## src/rtl/can_slp_pkg.sv

```systemverilog
package can_slp_pkg;

  typedef enum logic [2:0] {
    ST_RUN       = 3'd0,
    ST_SLP_WAIT  = 3'd1,
    ST_INIT_WAIT = 3'd2,
    ST_INIT      = 3'd3,
    ST_SLEEP     = 3'd4
  } slp_state_e;

  localparam logic [1:0] PSM_AWAKE = 2'b00;
  localparam logic [1:0] PSM_SLEEP = 2'b01;

endpackage

```

## src/rtl/can_rx_edge.sv

```systemverilog
module can_rx_edge #(
  parameter int SYNC_STAGES = 2
) (
  input  logic clk_i,
  input  logic rst_ni,
  input  logic rx_i,
  output logic rx_s_o,
  output logic fall_o
);

  localparam int MSB = SYNC_STAGES - 1;

  logic [MSB:0] sync_q, sync_d;
  logic         last_q;

  generate
    if (SYNC_STAGES == 1) begin : g_one
      always_comb sync_d = rx_i;
    end else begin : g_chain
      always_comb sync_d = {sync_q[MSB-1:0], rx_i};
    end
  endgenerate

  always_ff @(posedge clk_i or negedge rst_ni) begin
    if (!rst_ni) begin
      sync_q <= '1;
      last_q <= 1'b1;
    end else begin
      sync_q <= sync_d;
      last_q <= sync_q[MSB];
    end
  end

  assign rx_s_o = sync_q[MSB];
  assign fall_o = last_q & ~sync_q[MSB];

endmodule

```

## src/rtl/can_rejoin_cnt.sv

```systemverilog
module can_rejoin_cnt #(
  parameter int RUN_LEN = 11
) (
  input  logic clk_i,
  input  logic rst_ni,
  input  logic clr_i,
  input  logic tick_i,
  input  logic rx_i,
  output logic rejoin_o
);

  localparam int              CW      = $clog2(RUN_LEN + 1);
  localparam logic [CW-1:0]   RUN_MAX = CW'(RUN_LEN);

  logic [CW-1:0] cnt_q, cnt_d;

  always_comb begin
    cnt_d = cnt_q;
    if (clr_i) begin
      cnt_d = '0;
    end else if (tick_i) begin
      if (!rx_i)                cnt_d = '0;
      else if (cnt_q < RUN_MAX) cnt_d = cnt_q + 1'b1;
    end
  end

  always_ff @(posedge clk_i or negedge rst_ni) begin
    if (!rst_ni) cnt_q <= '0;
    else         cnt_q <= cnt_d;
  end

  assign rejoin_o = (cnt_q == RUN_MAX);

  AST_CNT_IN_RANGE: assert property (@(posedge clk_i) disable iff (!rst_ni)
    cnt_q <= RUN_MAX);
  AST_REJOIN_ON_RECESSIVE: assert property (@(posedge clk_i) disable iff (!rst_ni)
    $rose(rejoin_o) |-> $past(tick_i && rx_i && !clr_i));
  AST_DOMINANT_RESTARTS: assert property (@(posedge clk_i) disable iff (!rst_ni)
    (tick_i && !rx_i) |=> !rejoin_o);

endmodule

```

## src/rtl/can_slp_fsm.sv

```systemverilog
module can_slp_fsm
  import can_slp_pkg::*;
#(
  parameter int OPW = 2
) (
  input  logic           clk_i,
  input  logic           rst_ni,
  input  logic           mode_wr_i,
  input  logic [1:0]     mode_wdata_i,
  input  logic           init_req_i,
  input  logic [OPW-1:0] op_mode_i,
  input  logic           bus_idle_i,
  input  logic           rx_fall_i,
  input  logic           irq_clr_i,
  output slp_state_e     state_o,
  output logic [1:0]     field_o,
  output logic           irq_o,
  output logic           resume_vld_o,
  output logic [OPW-1:0] resume_mode_o
);

  slp_state_e     state_q, state_d;
  logic [1:0]     field_q, field_d;
  logic           irq_q, irq_d;
  logic [OPW-1:0] save_q, save_d;
  logic           resume_q, resume_d;
  logic           wr_sleep, wr_wake;

  assign wr_sleep = mode_wr_i && (mode_wdata_i == PSM_SLEEP);
  assign wr_wake  = mode_wr_i && (mode_wdata_i == PSM_AWAKE);

  always_comb begin
    state_d  = state_q;
    field_d  = field_q;
    irq_d    = irq_q;
    save_d   = save_q;
    resume_d = 1'b0;
    if (wr_sleep || wr_wake) field_d = mode_wdata_i;
    if (irq_clr_i)           irq_d   = 1'b0;
    unique case (state_q)
      ST_RUN: begin
        if (init_req_i) begin
          state_d = ST_INIT_WAIT;
        end else if (wr_sleep) begin
          state_d = ST_SLP_WAIT;
          save_d  = op_mode_i;
        end
      end
      ST_SLP_WAIT: begin
        if (init_req_i)      state_d = ST_INIT_WAIT;
        else if (wr_wake)    state_d = ST_RUN;
        else if (bus_idle_i) state_d = ST_SLEEP;
      end
      ST_INIT_WAIT: begin
        if (!init_req_i)     state_d = ST_RUN;
        else if (bus_idle_i) state_d = ST_INIT;
      end
      ST_INIT: begin
        if (!init_req_i) state_d = ST_RUN;
      end
      ST_SLEEP: begin
        if (wr_wake) begin
          state_d  = ST_RUN;
          resume_d = 1'b1;
        end else if (rx_fall_i) begin
          state_d  = ST_RUN;
          resume_d = 1'b1;
          field_d  = PSM_AWAKE;
          irq_d    = 1'b1;
        end
      end
      default: state_d = ST_RUN;
    endcase
  end

  always_ff @(posedge clk_i or negedge rst_ni) begin
    if (!rst_ni) begin
      state_q  <= ST_RUN;
      field_q  <= PSM_AWAKE;
      irq_q    <= 1'b0;
      save_q   <= '0;
      resume_q <= 1'b0;
    end else begin
      state_q  <= state_d;
      field_q  <= field_d;
      irq_q    <= irq_d;
      save_q   <= save_d;
      resume_q <= resume_d;
    end
  end

  assign state_o       = state_q;
  assign field_o       = field_q;
  assign irq_o         = irq_q;
  assign resume_vld_o  = resume_q;
  assign resume_mode_o = save_q;

  AST_SLEEP_AFTER_IDLE: assert property (@(posedge clk_i) disable iff (!rst_ni)
    $rose(state_q == ST_SLEEP) |-> $past(bus_idle_i));
  AST_INIT_IGNORED_ASLEEP: assert property (@(posedge clk_i) disable iff (!rst_ni)
    (state_q == ST_SLEEP && init_req_i && !wr_wake && !rx_fall_i) |=> (state_q == ST_SLEEP));
  AST_INIT_WAIT_NO_SLEEP: assert property (@(posedge clk_i) disable iff (!rst_ni)
    (state_q == ST_INIT_WAIT && init_req_i) |=> (state_q == ST_INIT_WAIT || state_q == ST_INIT));
  AST_IRQ_FROM_BUS_ONLY: assert property (@(posedge clk_i) disable iff (!rst_ni)
    $rose(irq_q) |-> $past(state_q == ST_SLEEP && rx_fall_i && !wr_wake));
  AST_RESUME_AFTER_SLEEP: assert property (@(posedge clk_i) disable iff (!rst_ni)
    resume_q |-> ($past(state_q) == ST_SLEEP && state_q == ST_RUN && field_q == PSM_AWAKE));

endmodule

```

## src/rtl/can_sleep_ctrl.sv

```systemverilog
module can_sleep_ctrl
  import can_slp_pkg::*;
#(
  parameter int OPW         = 2,
  parameter int REJOIN_BITS = 11,
  parameter int SYNC_STAGES = 2
) (
  input  logic           clk_i,
  input  logic           rst_ni,
  input  logic           mode_wr_i,
  input  logic [1:0]     mode_wdata_i,
  input  logic           init_req_i,
  input  logic [OPW-1:0] op_mode_i,
  input  logic           bus_idle_i,
  input  logic           rx_i,
  input  logic           bit_tick_i,
  input  logic           wake_irq_clr_i,
  output logic [1:0]     mode_field_o,
  output logic           sleep_pend_o,
  output logic           in_sleep_o,
  output logic           init_mode_o,
  output logic           clk_en_o,
  output logic           reg_wr_en_o,
  output logic           wake_irq_o,
  output logic           resume_vld_o,
  output logic [OPW-1:0] resume_mode_o,
  output logic           bus_en_o
);

  logic [1:0] rst_sync_q;
  logic       rst_n;

  always_ff @(posedge clk_i or negedge rst_ni) begin
    if (!rst_ni) rst_sync_q <= 2'b00;
    else         rst_sync_q <= {rst_sync_q[0], 1'b1};
  end
  assign rst_n = rst_sync_q[1];

  logic       rx_s, rx_fall, rejoin;
  slp_state_e state;
  logic [1:0] field;

  can_rx_edge #(.SYNC_STAGES(SYNC_STAGES)) u_edge (
    .clk_i  (clk_i),
    .rst_ni (rst_n),
    .rx_i   (rx_i),
    .rx_s_o (rx_s),
    .fall_o (rx_fall)
  );

  can_slp_fsm #(.OPW(OPW)) u_fsm (
    .clk_i         (clk_i),
    .rst_ni        (rst_n),
    .mode_wr_i     (mode_wr_i),
    .mode_wdata_i  (mode_wdata_i),
    .init_req_i    (init_req_i),
    .op_mode_i     (op_mode_i),
    .bus_idle_i    (bus_idle_i),
    .rx_fall_i     (rx_fall),
    .irq_clr_i     (wake_irq_clr_i),
    .state_o       (state),
    .field_o       (field),
    .irq_o         (wake_irq_o),
    .resume_vld_o  (resume_vld_o),
    .resume_mode_o (resume_mode_o)
  );

  can_rejoin_cnt #(.RUN_LEN(REJOIN_BITS)) u_rejoin (
    .clk_i    (clk_i),
    .rst_ni   (rst_n),
    .clr_i    (in_sleep_o),
    .tick_i   (bit_tick_i),
    .rx_i     (rx_s),
    .rejoin_o (rejoin)
  );

  assign in_sleep_o   = (state == ST_SLEEP);
  assign init_mode_o  = (state == ST_INIT);
  assign clk_en_o     = ~in_sleep_o;
  assign reg_wr_en_o  = ~in_sleep_o;
  assign mode_field_o = field;
  assign sleep_pend_o = (field == PSM_SLEEP) && !in_sleep_o;
  assign bus_en_o     = rejoin && !in_sleep_o;

  AST_ASLEEP_NO_BUS: assert property (@(posedge clk_i) disable iff (!rst_n)
    $rose(in_sleep_o) |=> !bus_en_o);

endmodule

```

## config.mk

```make
export PLATFORM = sky130hd
export DESIGN_NAME = can_sleep_ctrl
export DESIGN_NICKNAME = d
export VERILOG_FILES = /design/src/rtl/can_slp_pkg.sv /design/src/rtl/can_rx_edge.sv /design/src/rtl/can_rejoin_cnt.sv /design/src/rtl/can_slp_fsm.sv /design/src/rtl/can_sleep_ctrl.sv
export SDC_FILE = /design/constraint.sdc
export NUM_CORES = 1
export LEC_CHECK = 0
export ABC_AREA = 0
export ABC_CLOCK_PERIOD_IN_PS = 2900
export CAP_MARGIN = 10
export CORE_UTILIZATION = 30
export DETAILED_ROUTE_END_ITERATION = 8
export GPL_TIMING_DRIVEN = 0
export MAX_ROUTING_LAYER = met4
export PLACE_DENSITY_LB_ADDON = 0.08
export SLEW_MARGIN = 15
export SYNTH_ARGS = -nofsm -noshare
export SYNTH_HDL_FRONTEND = slang
export SYNTH_SLANG_ARGS = --single-unit
```

## constraint.sdc

```tcl
create_clock -name clk_i -period 2.9 [get_ports clk_i]
set_input_delay 0.58 -clock clk_i [delete_from_list [all_inputs] [get_ports clk_i]]
set_output_delay 0.58 -clock clk_i [all_outputs]
set_load 0.02 [all_outputs]
```

==> metrics.log, run 1 <==
INFO  metric floorplan.die.height = 53.63 um
INFO  metric clk_pin_slew = 0.10 ns
INFO  metric ioPinCount = 24
INFO  metric cell_types_with_the_largest_area_share_after_synthesis = sky130_fd_sc_hd__dfrtp_1 47%, sky130_fd_sc_hd__dfstp_2 9.9%, sky130_fd_sc_hd__mux2i_1 3.8%, sky130_fd_sc_hd__mux2_1 2.8%, sky130_fd_sc_hd__nand2_1 2.3%
INFO  metric cellLeakagePower = 0.4706 nW
INFO  metric max_cap_viol_count = 0
INFO  metric sw_frac_of_total = 0.2645
INFO  metric power.sequential.fraction = 0.542
INFO  metric fp.dieArea = 2876 um2
INFO  metric drt-pass1-iter-count = 4
INFO  metric slew-limit-headroom = 0.5824
INFO  metric postSynthNetCount = 81
INFO  metric critical_path_peak_fanout = 11
INFO  metric antenna_cells = 0
INFO  metric final_cells = 125
INFO  metric setup.worst_path.end_class = output pin
INFO  metric drtIter0Drc = 4
INFO  metric routed_via_density = 4.712
INFO  metric antenna_found_initial = 0
INFO  metric design.core.area = 2500 um2
INFO  metric critical_path_required = 2.32 ns
INFO  metric run_status = complete, no violations
INFO  metric number_of_global_route_vias_before_repair = 533
INFO  metric final_max_slew_violation_count = 0
INFO  metric final.hold.worst_slack = 0.2561 ns
INFO  metric internal-power = 0.4190 mW
INFO  metric drt_wl_total = 1447 um
INFO  metric grt_overflow = 0
INFO  metric clk_root_buffer_cell = sky130_fd_sc_hd__clkbuf_4
INFO  metric critical_path_arrival = 1.92 ns
INFO  metric crit-reg2reg-launch = u_fsm.state_o[1]
INFO  metric start_util = 0.3198
INFO  metric std_cell_rows = 18
INFO  metric numClockSinks = 18
INFO  metric worst-r2r-setup-slack = 1.42 ns
INFO  metric ys_warn_count = 0
INFO  metric track_usage = 0.1222
INFO  metric synth.lib_cells_used.distinct = 32
INFO  metric layout_min_cycle_time = 2.499 ns
INFO  metric placed_cells = 121
INFO  metric pwr_density_cell = 516.3 nW/um2
INFO  metric regToRegEndpoint = u_fsm.field_o[1]
INFO  metric cts_buffers = 3
INFO  metric cts_setup_buffers = 0
INFO  metric r2r.worst_path.cells = 4
INFO  metric global_route_wire_length_before_repair = 2408 um
INFO  metric placed_wire_length_estimate = 1088 um
INFO  metric max_freq = 400.2 MHz
INFO  metric netlist_instances = 68
INFO  metric mappedNetlistArea = 799.5 um2
INFO  metric worst-setup-path-type = reg2out
INFO  metric htreeDepth = 1
INFO  metric ctsHoldBuffers = 0
INFO  metric synth.ff_latch_count = 18
INFO  metric rsz0062_at_grt = false
INFO  metric netlist.area_leader.share = 0.4695
INFO  metric num_vias = 589
INFO  metric netSwitchingPower = 0.1507 mW
INFO  metric yosysTopAreaCell = sky130_fd_sc_hd__dfrtp_1
INFO  metric grt_max_degree = 17
INFO  metric power.clock.fraction = 0.266
INFO  metric synth_flop_cell = sky130_fd_sc_hd__dfrtp_1
INFO  metric final_hold_viols = 0
INFO  metric fin_worst_skew = 0.007423 ns
INFO  metric io_buffers = 23
INFO  metric post_cts_resize_count = 0
INFO  metric setup_total_negative_slack = 0 ns
INFO  metric post_synth.cell_area_avg = 11.76 um2
INFO  metric avgRoutedWirePerCell = 11.58 um
INFO  metric leading_cell_type_in_the_layout_fill_and_taps_excluded = sky130_fd_sc_hd__clkdlybuf4s50_1
INFO  metric finalSetupViolations = 0
INFO  metric finalNetCount = 109
INFO  metric synth-edff-count = 0
INFO  metric cts_buffer_depth = 2
INFO  metric place_area = 1067 um2
INFO  metric power.ir.vdd_worst = 0.3197 mV
INFO  metric layout.cell_area.non_filler = 1104 um2
INFO  metric worstHoldPathType = reg2async
INFO  metric dpl_worst_slack = 0.7092 ns
INFO  metric layout-drive-gt1-share = 0.1158
INFO  metric globalplace.congestion = 0.6851
INFO  metric critical_path.startpoint_type = register
INFO  metric timing_worst_slew_pin_value = 0.6264 ns
INFO  metric finalCritPeriodShare = 0.8616
INFO  metric area_growth = 38.03%
INFO  metric final_cell_mix = 23 x sky130_fd_sc_hd__clkdlybuf4s50_1, 15 x sky130_fd_sc_hd__dfrtp_1, 5 x sky130_fd_sc_hd__nand2_1
INFO  metric cts_tree = built
INFO  metric post-route-drc-count = 0
INFO  metric insertion_delay = 0.29 ns
INFO  metric final.setup.worst_slack = 0.4012 ns
INFO  metric power.share.combinational = 0.192
INFO  metric synthArstFlopShare = 1.000
INFO  metric drt.antenna.violating_nets = 0
INFO  metric sequential_element_share_of_the_synthesized_area = 0.5681
INFO  metric floorplan.die.width = 53.63 um
-- metrics by stage --
stage	power (mW)	util
6_report	0.5698	0.4414
5_1_grt	0.6057	0.4414
4_1_cts	0.5804	0.4414
3_5_place_dp	0.4242	0.4269
3_3_place_gp	0.4229	0.4269
2_1_floorplan	0.3678	-
-- critical path, stage by stage, from the launching register on --
cell and delay, ns:
sky130_fd_sc_hd__dfrtp_1 0.45, sky130_fd_sc_hd__nor3b_4 0.39, sky130_fd_sc_hd__inv_4 0.12, sky130_fd_sc_hd__buf_4 0.15, sky130_fd_sc_hd__clkdlybuf4s50_1 0.53
-- power by group through the flow --
stage,Clock [mW],Sequential [mW],Combinational [mW]
final,0.152,0.309,0.109
after global routing,0.170,0.314,0.121
after CTS,0.160,0.309,0.111
after detailed placement,0,0.314,0.110
after global placement,0,0.314,0.109
after floorplan,0,0.320,0.0482
-- layer usage --
layer,track usage,wire length [um],up-vias
met2,0.1750,620,19
met1,0.1548,725,273
met3,0.05085,89,2
li1,-,-,295
met5,-,0,-
met4,0.03947,12,0
-- layout make-up --
type	count	area [um2]
fill	251	1396
inverter	4	17.52
timing repair buffer	23	230.2
tap	30	37.54
sequential	18	454.2
clock buffer	4	36.28
multi-input combinational	45	320.3
buffer	1	7.507
-- cells by family (layout without fill, tap and decap cells) --
kind of cell / count (synthesis) / after routing / synth area share
buffers and inverters: 5 / 32 / 0.03131
AND/OR/NAND/NOR: 30 / 30 / 0.2410
flip-flops: 18 / 18 / 0.5681
other: 1 / 1 / 0.004690
multiplexers: 5 / 5 / 0.06573
AO/OA/AOI/OAI: 8 / 8 / 0.07356
adder cells (fa/ha/maj): 1 / 1 / 0.01565
-- flip-flops by register name, summed over array words and instances, names as in the netlist --
register and flops:
u_rejoin.cnt_q 4, u_fsm.state_o 3, rst_sync_q 2, u_edge.sync_q 2, u_fsm.field_o 2, u_fsm.resume_mode_o 2
u_edge.last_q 1, u_fsm.irq_o 1, u_fsm.resume_vld_o 1
-- cells in the mapped netlist (2+ instances only) --
library cell,instances
sky130_fd_sc_hd__nor2_1,4
sky130_fd_sc_hd__nand2_1,5
sky130_fd_sc_hd__nand3b_1,2
sky130_fd_sc_hd__nand2b_1,3
sky130_fd_sc_hd__nor3_1,3
sky130_fd_sc_hd__nor3b_1,2
sky130_fd_sc_hd__and3_1,2
sky130_fd_sc_hd__nor2b_1,2
sky130_fd_sc_hd__mux2_1,2
sky130_fd_sc_hd__mux2i_1,3
sky130_fd_sc_hd__inv_1,3
sky130_fd_sc_hd__dfrtp_1,15
sky130_fd_sc_hd__dfstp_2,3
-- how the worst max path moves through the flow --
stage,endpoint,cells past startpoint,slack (ns),startpoint
2_1_floorplan,reg_wr_en_o,3,1.14,u_fsm.state_o[1]
3_3_place_gp,reg_wr_en_o,4,0.71,u_fsm.state_o[1]
3_5_place_dp,reg_wr_en_o,4,0.71,u_fsm.state_o[1]
4_1_cts,reg_wr_en_o,4,0.37,u_fsm.state_o[1]
5_1_grt,reg_wr_en_o,4,0.29,u_fsm.state_o[1]
6_report,reg_wr_en_o,4,0.40,u_fsm.state_o[1]
(Power assumes the default switching activity.)
==> run 2: changes to the inputs <==
ABC_AREA = not set   (was 0)
==> results of run 2 <==
Final layout, timing and power as in run 1 (identical DEF).
